### src/rtl/dma2d_pkg.sv
// Package dma2d_pkg: register select codes and control bit positions
// shared by the register bank, the top level and the bench.
package dma2d_pkg;
    localparam logic [2:0] SEL_START = 3'd0;
    localparam logic [2:0] SEL_XSTR  = 3'd1;
    localparam logic [2:0] SEL_XCNT  = 3'd2;
    localparam logic [2:0] SEL_YCNT  = 3'd3;
    localparam logic [2:0] SEL_YSTR  = 3'd4;
    localparam logic [2:0] SEL_CTRL  = 3'd5;
    localparam logic [2:0] SEL_IRQ   = 3'd6;

    localparam int CB_EN   = 0;
    localparam int CB_AUTO = 1;
    localparam int CB_RIE  = 2;
    localparam int CB_DIE  = 3;
    localparam int CB_SZ   = 4;

    localparam logic [1:0] RD_ADDR = 2'd0;
    localparam logic [1:0] RD_XREM = 2'd1;
    localparam logic [1:0] RD_YREM = 2'd2;
    localparam logic [1:0] RD_STAT = 2'd3;
endpackage

### src/rtl/dma2d_regs.sv
// dma2d_regs: configuration register bank.
// Holds the setup values, decodes start/halt from control writes and
// produces write-1-to-clear pulses. Assumes ADDR_W <= DATA_W and that the
// control fields fit in DATA_W. Setup values are frozen while running.
module dma2d_regs
    import dma2d_pkg::*;
#(
    parameter int DATA_W   = 32,
    parameter int ADDR_W   = 32,
    parameter int CNT_W    = 16,
    parameter int STRIDE_W = 16
) (
    input  logic                       clk,
    input  logic                       rst_n,
    input  logic                       cfg_we,
    input  logic [2:0]                 cfg_sel,
    input  logic [DATA_W-1:0]          cfg_wdata,
    input  logic                       running,
    output logic [ADDR_W-1:0]          start_addr,
    output logic [CNT_W-1:0]           xcnt,
    output logic [CNT_W-1:0]           ycnt,
    output logic signed [STRIDE_W-1:0] xstride,
    output logic signed [STRIDE_W-1:0] ystride,
    output logic                       auto_mode,
    output logic                       row_ie,
    output logic                       done_ie,
    output logic [1:0]                 wsize,
    output logic                       start,
    output logic                       stop,
    output logic [1:0]                 w1c
);
    logic ctrl_wr;

    // Decode a control-register write.
    always_comb ctrl_wr = cfg_we && (cfg_sel == SEL_CTRL);

    // Start/halt pulses and write-1-to-clear decode.
    always_comb begin
        start = ctrl_wr && cfg_wdata[CB_EN] && !running;
        stop  = ctrl_wr && !cfg_wdata[CB_EN] && running;
        w1c   = (cfg_we && cfg_sel == SEL_IRQ) ? cfg_wdata[1:0] : 2'b00;
    end

    // Setup registers: accept writes only while the channel is idle.
    always_ff @(posedge clk) begin
        if (!rst_n) begin
            start_addr <= '0;
            xcnt       <= '0;
            ycnt       <= '0;
            xstride    <= '0;
            ystride    <= '0;
            auto_mode  <= 1'b0;
            row_ie     <= 1'b0;
            done_ie    <= 1'b0;
            wsize      <= 2'd0;
        end else if (cfg_we && !running) begin
            case (cfg_sel)
                SEL_START: start_addr <= cfg_wdata[ADDR_W-1:0];
                SEL_XSTR:  xstride    <= cfg_wdata[STRIDE_W-1:0];
                SEL_XCNT:  xcnt       <= cfg_wdata[CNT_W-1:0];
                SEL_YCNT:  ycnt       <= cfg_wdata[CNT_W-1:0];
                SEL_YSTR:  ystride    <= cfg_wdata[STRIDE_W-1:0];
                SEL_CTRL: begin
                    auto_mode <= cfg_wdata[CB_AUTO];
                    row_ie    <= cfg_wdata[CB_RIE];
                    done_ie   <= cfg_wdata[CB_DIE];
                    wsize     <= cfg_wdata[CB_SZ+1:CB_SZ];
                end
                default: ;
            endcase
        end
    end

    // setup values hold while the channel runs.
    a_r11_frozen_setup: assert property (@(posedge clk) disable iff (!rst_n)
        (running && cfg_we) |=> ($stable(start_addr) && $stable(xcnt) && $stable(ycnt)
                                 && $stable(xstride) && $stable(ystride)));
endmodule

### src/rtl/dma2d_counters.sv
// dma2d_counters: inner/outer loop counters and the run state.
// A loaded count of 0 walks through all 2^CNT_W values. Assumes start is
// only raised while idle and never together with stop.
module dma2d_counters #(
    parameter int CNT_W = 16
) (
    input  logic             clk,
    input  logic             rst_n,
    input  logic             start,
    input  logic             stop,
    input  logic             beat,
    input  logic             auto_mode,
    input  logic [CNT_W-1:0] xcnt,
    input  logic [CNT_W-1:0] ycnt,
    output logic             running,
    output logic [CNT_W-1:0] x_rem,
    output logic [CNT_W-1:0] y_rem,
    output logic             row_end,
    output logic             blk_end
);
    logic x_last, y_last;

    // Last-word detection for the current row and the current block.
    always_comb begin
        x_last  = (x_rem == CNT_W'(1));
        y_last  = (y_rem == CNT_W'(1));
        row_end = beat && x_last;
        blk_end = row_end && y_last;
    end

    // Counter and run-state update per word.
    always_ff @(posedge clk) begin
        if (!rst_n) begin
            running <= 1'b0;
            x_rem   <= '0;
            y_rem   <= '0;
        end else if (start) begin
            running <= 1'b1;
            x_rem   <= xcnt;
            y_rem   <= ycnt;
        end else if (stop) begin
            running <= 1'b0;
        end else if (beat) begin
            if (x_last) begin
                x_rem <= xcnt;
                if (y_last) begin
                    y_rem <= ycnt;
                    if (!auto_mode) running <= 1'b0;
                end else begin
                    y_rem <= y_rem - CNT_W'(1);
                end
            end else begin
                x_rem <= x_rem - CNT_W'(1);
            end
        end
    end

    // one-shot mode drops to idle after the final word.
    a_r5_oneshot_idle: assert property (@(posedge clk) disable iff (!rst_n)
        (blk_end && !auto_mode) |=> !running);
    // repeat mode reloads both counts and keeps running.
    a_r6_auto_reload: assert property (@(posedge clk) disable iff (!rst_n)
        (blk_end && auto_mode && !stop) |=> (running && x_rem == $past(xcnt) && y_rem == $past(ycnt)));
    // a row end restarts the inner count and consumes one row.
    a_r4_row_step: assert property (@(posedge clk) disable iff (!rst_n)
        (row_end && !blk_end && !stop) |=> (x_rem == $past(xcnt) && y_rem == $past(y_rem) - CNT_W'(1)));
endmodule

### src/rtl/dma2d_addr.sv
// dma2d_addr: working address accumulator.
// Adds the sign-extended inner stride per word, or the outer stride on the
// last word of a row; reloads the start address on load. Assumes
// STRIDE_W <= ADDR_W.
module dma2d_addr #(
    parameter int ADDR_W   = 32,
    parameter int STRIDE_W = 16
) (
    input  logic                       clk,
    input  logic                       rst_n,
    input  logic                       load,
    input  logic                       beat,
    input  logic                       row_end,
    input  logic [ADDR_W-1:0]          start_addr,
    input  logic signed [STRIDE_W-1:0] xstride,
    input  logic signed [STRIDE_W-1:0] ystride,
    output logic [ADDR_W-1:0]          cur_addr
);
    logic [ADDR_W-1:0] xs_ext, ys_ext, step;

    // Sign-extend the strides and choose the one for this word.
    always_comb begin
        xs_ext = ADDR_W'(xstride);
        ys_ext = ADDR_W'(ystride);
        step   = row_end ? ys_ext : xs_ext;
    end

    // Address register: reload or advance.
    always_ff @(posedge clk) begin
        if (!rst_n)     cur_addr <= '0;
        else if (load)  cur_addr <= start_addr;
        else if (beat)  cur_addr <= cur_addr + step;
    end

    // within a row the address moves by the inner stride.
    a_r3_inner_step: assert property (@(posedge clk) disable iff (!rst_n)
        (beat && !row_end && !load) |=> (cur_addr == $past(cur_addr) + $past(xs_ext)));
    // a reload presents the start address next cycle.
    a_r6_reload_addr: assert property (@(posedge clk) disable iff (!rst_n)
        load |=> (cur_addr == $past(start_addr)));
endmodule

### src/rtl/dma2d_irq.sv
// dma2d_irq: row and done interrupt flags.
// Flags are set by enabled events and cleared by write-1; a set in the
// same cycle as a clear wins.
module dma2d_irq (
    input  logic       clk,
    input  logic       rst_n,
    input  logic       set_row,
    input  logic       set_done,
    input  logic [1:0] w1c,
    output logic       flag_row,
    output logic       flag_done
);
    // Flag registers with set priority.
    always_ff @(posedge clk) begin
        if (!rst_n) begin
            flag_row  <= 1'b0;
            flag_done <= 1'b0;
        end else begin
            if (set_row)      flag_row  <= 1'b1;
            else if (w1c[0])  flag_row  <= 1'b0;
            if (set_done)     flag_done <= 1'b1;
            else if (w1c[1])  flag_done <= 1'b0;
        end
    end

    // an enabled block end raises the done flag.
    a_r9_done_set: assert property (@(posedge clk) disable iff (!rst_n)
        set_done |=> flag_done);
    // write-1 clears the row flag when no new event arrives.
    a_r10_row_clear: assert property (@(posedge clk) disable iff (!rst_n)
        (w1c[0] && !set_row) |=> !flag_row);
endmodule

### src/rtl/dma2d_addr_gen.sv
// dma2d_addr_gen: two-dimensional DMA address generator, top level.
// Connects the register bank, loop counters, address accumulator and
// interrupt flags, and drives the handshake, address and status read port.
// Assumes the peripheral holds xfer_req only while it can take a word.
module dma2d_addr_gen
    import dma2d_pkg::*;
#(
    parameter int DATA_W   = 32,
    parameter int ADDR_W   = 32,
    parameter int CNT_W    = 16,
    parameter int STRIDE_W = 16
) (
    input  logic              clk,
    input  logic              rst_n,
    input  logic              cfg_we,
    input  logic [2:0]        cfg_sel,
    input  logic [DATA_W-1:0] cfg_wdata,
    input  logic [1:0]        rd_sel,
    output logic [DATA_W-1:0] rd_data,
    input  logic              xfer_req,
    output logic              xfer_gnt,
    output logic [ADDR_W-1:0] mem_addr,
    output logic              mem_strobe,
    output logic [1:0]        mem_size,
    output logic              irq_row,
    output logic              irq_done
);
    logic [ADDR_W-1:0]          start_addr, cur_addr;
    logic [CNT_W-1:0]           xcnt, ycnt, x_rem, y_rem;
    logic signed [STRIDE_W-1:0] xstride, ystride;
    logic auto_mode, row_ie, done_ie, start, stop, running, beat;
    logic row_end, blk_end, load, flag_row, flag_done;
    logic [1:0] wsize, w1c;

    dma2d_regs #(.DATA_W(DATA_W), .ADDR_W(ADDR_W), .CNT_W(CNT_W), .STRIDE_W(STRIDE_W)) u_regs (
        .clk(clk), .rst_n(rst_n), .cfg_we(cfg_we), .cfg_sel(cfg_sel), .cfg_wdata(cfg_wdata),
        .running(running), .start_addr(start_addr), .xcnt(xcnt), .ycnt(ycnt),
        .xstride(xstride), .ystride(ystride), .auto_mode(auto_mode), .row_ie(row_ie),
        .done_ie(done_ie), .wsize(wsize), .start(start), .stop(stop), .w1c(w1c));

    dma2d_counters #(.CNT_W(CNT_W)) u_cnt (
        .clk(clk), .rst_n(rst_n), .start(start), .stop(stop), .beat(beat),
        .auto_mode(auto_mode), .xcnt(xcnt), .ycnt(ycnt), .running(running),
        .x_rem(x_rem), .y_rem(y_rem), .row_end(row_end), .blk_end(blk_end));

    dma2d_addr #(.ADDR_W(ADDR_W), .STRIDE_W(STRIDE_W)) u_addr (
        .clk(clk), .rst_n(rst_n), .load(load), .beat(beat), .row_end(row_end),
        .start_addr(start_addr), .xstride(xstride), .ystride(ystride), .cur_addr(cur_addr));

    dma2d_irq u_irq (
        .clk(clk), .rst_n(rst_n), .set_row(row_end && row_ie), .set_done(blk_end && done_ie),
        .w1c(w1c), .flag_row(flag_row), .flag_done(flag_done));

    // Handshake, word strobe and address reload selection.
    always_comb begin
        beat       = xfer_req && running;
        load       = start || (blk_end && auto_mode);
        xfer_gnt   = running;
        mem_strobe = beat;
        mem_addr   = cur_addr;
        mem_size   = wsize;
        irq_row    = flag_row;
        irq_done   = flag_done;
    end

    // Status read multiplexer.
    always_comb begin
        case (rd_sel)
            RD_ADDR: rd_data = DATA_W'(cur_addr);
            RD_XREM: rd_data = DATA_W'(x_rem);
            RD_YREM: rd_data = DATA_W'(y_rem);
            default: rd_data = DATA_W'({flag_done, flag_row, running});
        endcase
    end
endmodule

### config.mk
export PLATFORM = sky130hd
export DESIGN_NAME = dma2d_addr_gen
export DESIGN_NICKNAME = d
export VERILOG_FILES = /design/src/rtl/dma2d_pkg.sv /design/src/rtl/dma2d_regs.sv /design/src/rtl/dma2d_counters.sv /design/src/rtl/dma2d_addr.sv /design/src/rtl/dma2d_irq.sv /design/src/rtl/dma2d_addr_gen.sv
export SDC_FILE = /design/constraint.sdc
export NUM_CORES = 1
export LEC_CHECK = 0
export ABC_AREA = 0
export BUFFER_PORTS_ARGS = -buffer_cell sky130_fd_sc_hd__buf_2
export CAP_MARGIN = 20
export CORE_UTILIZATION = 54
export DETAILED_ROUTE_END_ITERATION = 10
export HOLD_SLACK_MARGIN = 0.12
export PLACE_DENSITY_LB_ADDON = 0.08
export SYNTH_ARGS = -nofsm -noshare
export SYNTH_HDL_FRONTEND = slang
export SYNTH_SLANG_ARGS = --single-unit
export TNS_END_PERCENT = 20
### constraint.sdc
create_clock -name clk -period 5 [get_ports clk]
set_clock_uncertainty 0.15 [all_clocks]
set_input_delay 0.5 -clock clk [delete_from_list [all_inputs] [get_ports clk]]
set_output_delay 0.5 -clock clk [all_outputs]
set_load 0.02 [all_outputs]
==> impl_metrics.json <==
{
  "status": "finished clean",
  "synth_simple_gate_area_share": 0.214,
  "syn_nets": 1247,
  "synth_seq_cells": 168,
  "numClockSinks": 168,
  "dp_hpwl_mm": 18.0,
  "post_drt_wl_per_cell_um": 18.0,
  "hold_viol_final": 0,
  "cts_max_level": 4,
  "slew_headroom": 0.326,
  "io_buffer_count": 110,
  "first_iter_violations": 774,
  "synth_seq_area_share": 0.367,
  "arrival_ps": 4840,
  "grt_pass1_wl_mm": 41.8,
  "grt_max_degree": 90,
  "finish.utilization": 0.626,
  "synth_edf_count": 0,
  "layout-drive-gt1-share": 0.157,
  "diodes": 0,
  "min_period_over_period": 0.928,
  "avgSynthCellArea_um2": 7.86,
  "core_area_mm2": 0.0166,
  "dp.cells": 1439,
  "dieArea_mm2": 0.0175,
  "setup_tns_ps": 0,
  "worstSkewPairLatency_ps": 440,
  "drt-pass1-iter-count": 5,
  "ctsLongestPathBuffers": 2,
  "synth_top_family_by_area": "compound AO/OA/AOI/OAI gates",
  "final_net_count": 1319,
  "synth-async-reset-ratio": 0,
  "synthToLayoutAreaGrowth_pct": 13.0,
  "grt_pass1_vias": 7659,
  "cts_buffers": 17,
  "power.density_mw_per_mm2": 290,
  "max-cap-violations": 0,
  "vias": 8632,
  "io_pins": 111,
  "synth_fa_ha_area_frac": 0.0540,
  "ys.flop_type": "dfxtp_1",
  "synth_area_leaders": "dfxtp_1, nand2_1, a21oi_1",
  "clock-root-buffer": "clkbuf_16",
  "hold_class": "in -> reg",
  "tritoncts": "done",
  "synth.top_cell.area_share": 0.367,
  "num_rows": 47,
  "drc": 0,
  "finalSetupViolCount": 0,
  "peakVddDrop_mv": 0.280,
  "grt_util_met2": 0.455,
  "worstSetupPathType": "reg -> reg",
  "antenna_found_initial": 0,
  "worstPathCellList": "or4_4, nor3_4, nand4_4, buf_4, mux2_4, ha_1, a21o_1, a21oi_1, a21oi_1, a311oi_1, o21ai_2, a31oi_1, o21ai_0, xor2_1, nor3_1, a311oi_1",
  "muxShareOfSynthArea": 0.0798,
  "synth_cell_types": 69,
  "ctsResizeCount": 0,
  "mostFrequentLayoutCell": "nand2_1",
  "final_cell_mix": "nand2_1, dfxtp_1, a21oi_1, buf_2, nor2_1",
  "period_needed_ps": 4640,
  "clock.fmax_mhz": 215,
  "grt-ovfl-total": 0,
  "finalNonFillerCells": 1472,
  "cp_max_fo": 18,
  "cts_setup_buffers": 0,
  "critPathLaunchType": "flip-flop",
  "cp_slowest_cell": "or4_4",
  "viasPerCell": 5.86,
  "busiest_layer": "met2",
  "syn-cell-area_mm2": 0.00918,
  "worstPathRequired_ps": 5200,
  "leakagePower_nw": 4.37,
  "gp_congestion": 0.914,
  "synth-xor-area-share": 0.0277,
  "clkTransAtPathRegs_ps": 70,
  "yosysTopAreaCell": "dfxtp_1",
  "initial_core_util": 0.553,
  "chipHeight_um": 132,
  "synth_compound_area_frac": 0.216,
  "postCtsHoldBufs": 0,
  "yosysWarnings": 0,
  "antenna_left": 0,
  "grt_use_met3": 0.0446,
  "grt_util_all_layers": 0.303,
  "use_met1": 0.446,
  "wl_mm": 26.5,
  "die_w_um": 132,
  "cp-end-kind": "flip-flop",
  "syn_inst": 1167,
  "slowest_delay_ps": 580,
  "rsz0062_at_grt": "no",
  "slew_viol_final": 0,
  "worstMarginPinSlew_ps": 1010
}
-- critical path, delay by kind of cell, from the launching register on --
kind                       cells  cell delay [ps]
adders and majority gates      1              440
DFF                            1              380
muxes                          1              440
AOI/OAI and AO/OA              8             1630
xor gates and xnor gates       1              190
and+or+nand+nor                4             1060
buffers and inverters          1              250
-- where the power goes --
part	total (mW)	internal (mW)	switching, mW
registers	1.40	1.37	0.0287
clock network	1.32	0.744	0.574
logic	0.298	0.0998	0.198
-- through the flow --
stage,power [mW],hold WS [ps],setup WS [ps],instance area [µm²]
after floorplan,1.62,283,643,9180
final,3.01,145,359,10400
after CTS,3.01,140,401,10400
after detailed placement,1.72,293,402,9780
after global placement,1.71,290,520,9780
after global routing,3.10,158,48.7,10400
-- synth_stat cells (12+ instances only) --
| master | instances |
|---|---|
| mux2_2 | 15 |
| buf_2 | 13 |
| inv_1 | 15 |
| a211oi_1 | 14 |
| o21ai_0 | 75 |
| nor3_1 | 27 |
| and2_1 | 21 |
| ha_1 | 38 |
| a21oi_1 | 144 |
| nand3_1 | 18 |
| xnor2_1 | 12 |
| a21o_1 | 17 |
| xor2_1 | 17 |
| dfxtp_1 | 168 |
| a22oi_1 | 25 |
| mux2i_1 | 48 |
| nor2_1 | 107 |
| clkbuf_1 | 45 |
| nand2_1 | 220 |
| o22ai_1 | 13 |
-- metal layers --
metal  up-vias  wire [µm]  share of wire
met5         -          0              0
met1      4066      12900           0.48
met3        36       1490          0.056
met4         0        403          0.015
li1       4261          -              -
met2       269      11800           0.44
-- sequential cells by signal, summed over array words and instances (netlist names) --
| signal | flops |
|---|---|
| u_regs.row_ie | 1 |
| u_cnt.running | 1 |
| u_regs.ystride | 16 |
| u_regs.ycnt | 16 |
| u_regs.wsize | 2 |
| u_regs.xcnt | 16 |
| u_addr.cur_addr | 32 |
| u_regs.done_ie | 1 |
| u_regs.auto_mode | 1 |
| u_cnt.x_rem | 16 |
| u_irq.flag_row | 1 |
| u_cnt.y_rem | 16 |
| u_regs.start_addr | 32 |
| u_irq.flag_done | 1 |
| u_regs.xstride | 16 |
-- worst paths after layout --
| kind | depth (start not counted) | slack, ps | startpoint | endpoint |
|---|---|---|---|---|
| max | 16 | 360 | u_cnt.x_rem[6] | u_addr.cur_addr[31] |
| min | 3 | 150 | cfg_wdata[18] | u_regs.start_addr[18] |
| max reg2reg | 16 | 360 | u_cnt.x_rem[6] | u_addr.cur_addr[31] |
| min reg2reg | 2 | 300 | u_regs.ystride[11] | u_regs.ystride[11] |
-- logic make-up after synthesis --
group,Yosys count
adders and majority gates,39
DFF,168
muxes,67
AOI/OAI and AO/OA,334
and+or+nand+nor,445
buffers and inverters,85
xor gates and xnor gates,29
-- layout make-up --
cell class | instances | area (µm²)
clock buffer | 24 | 492
fill | 1535 | 6210
multi-input combinational | 914 | 5450
timing repair buffer | 122 | 648
inverter | 16 | 62.6
tap | 220 | 275
clock inverter | 8 | 85.1
sequential | 168 | 3360
No activity file was read; power rests on OpenSTA's default activity.
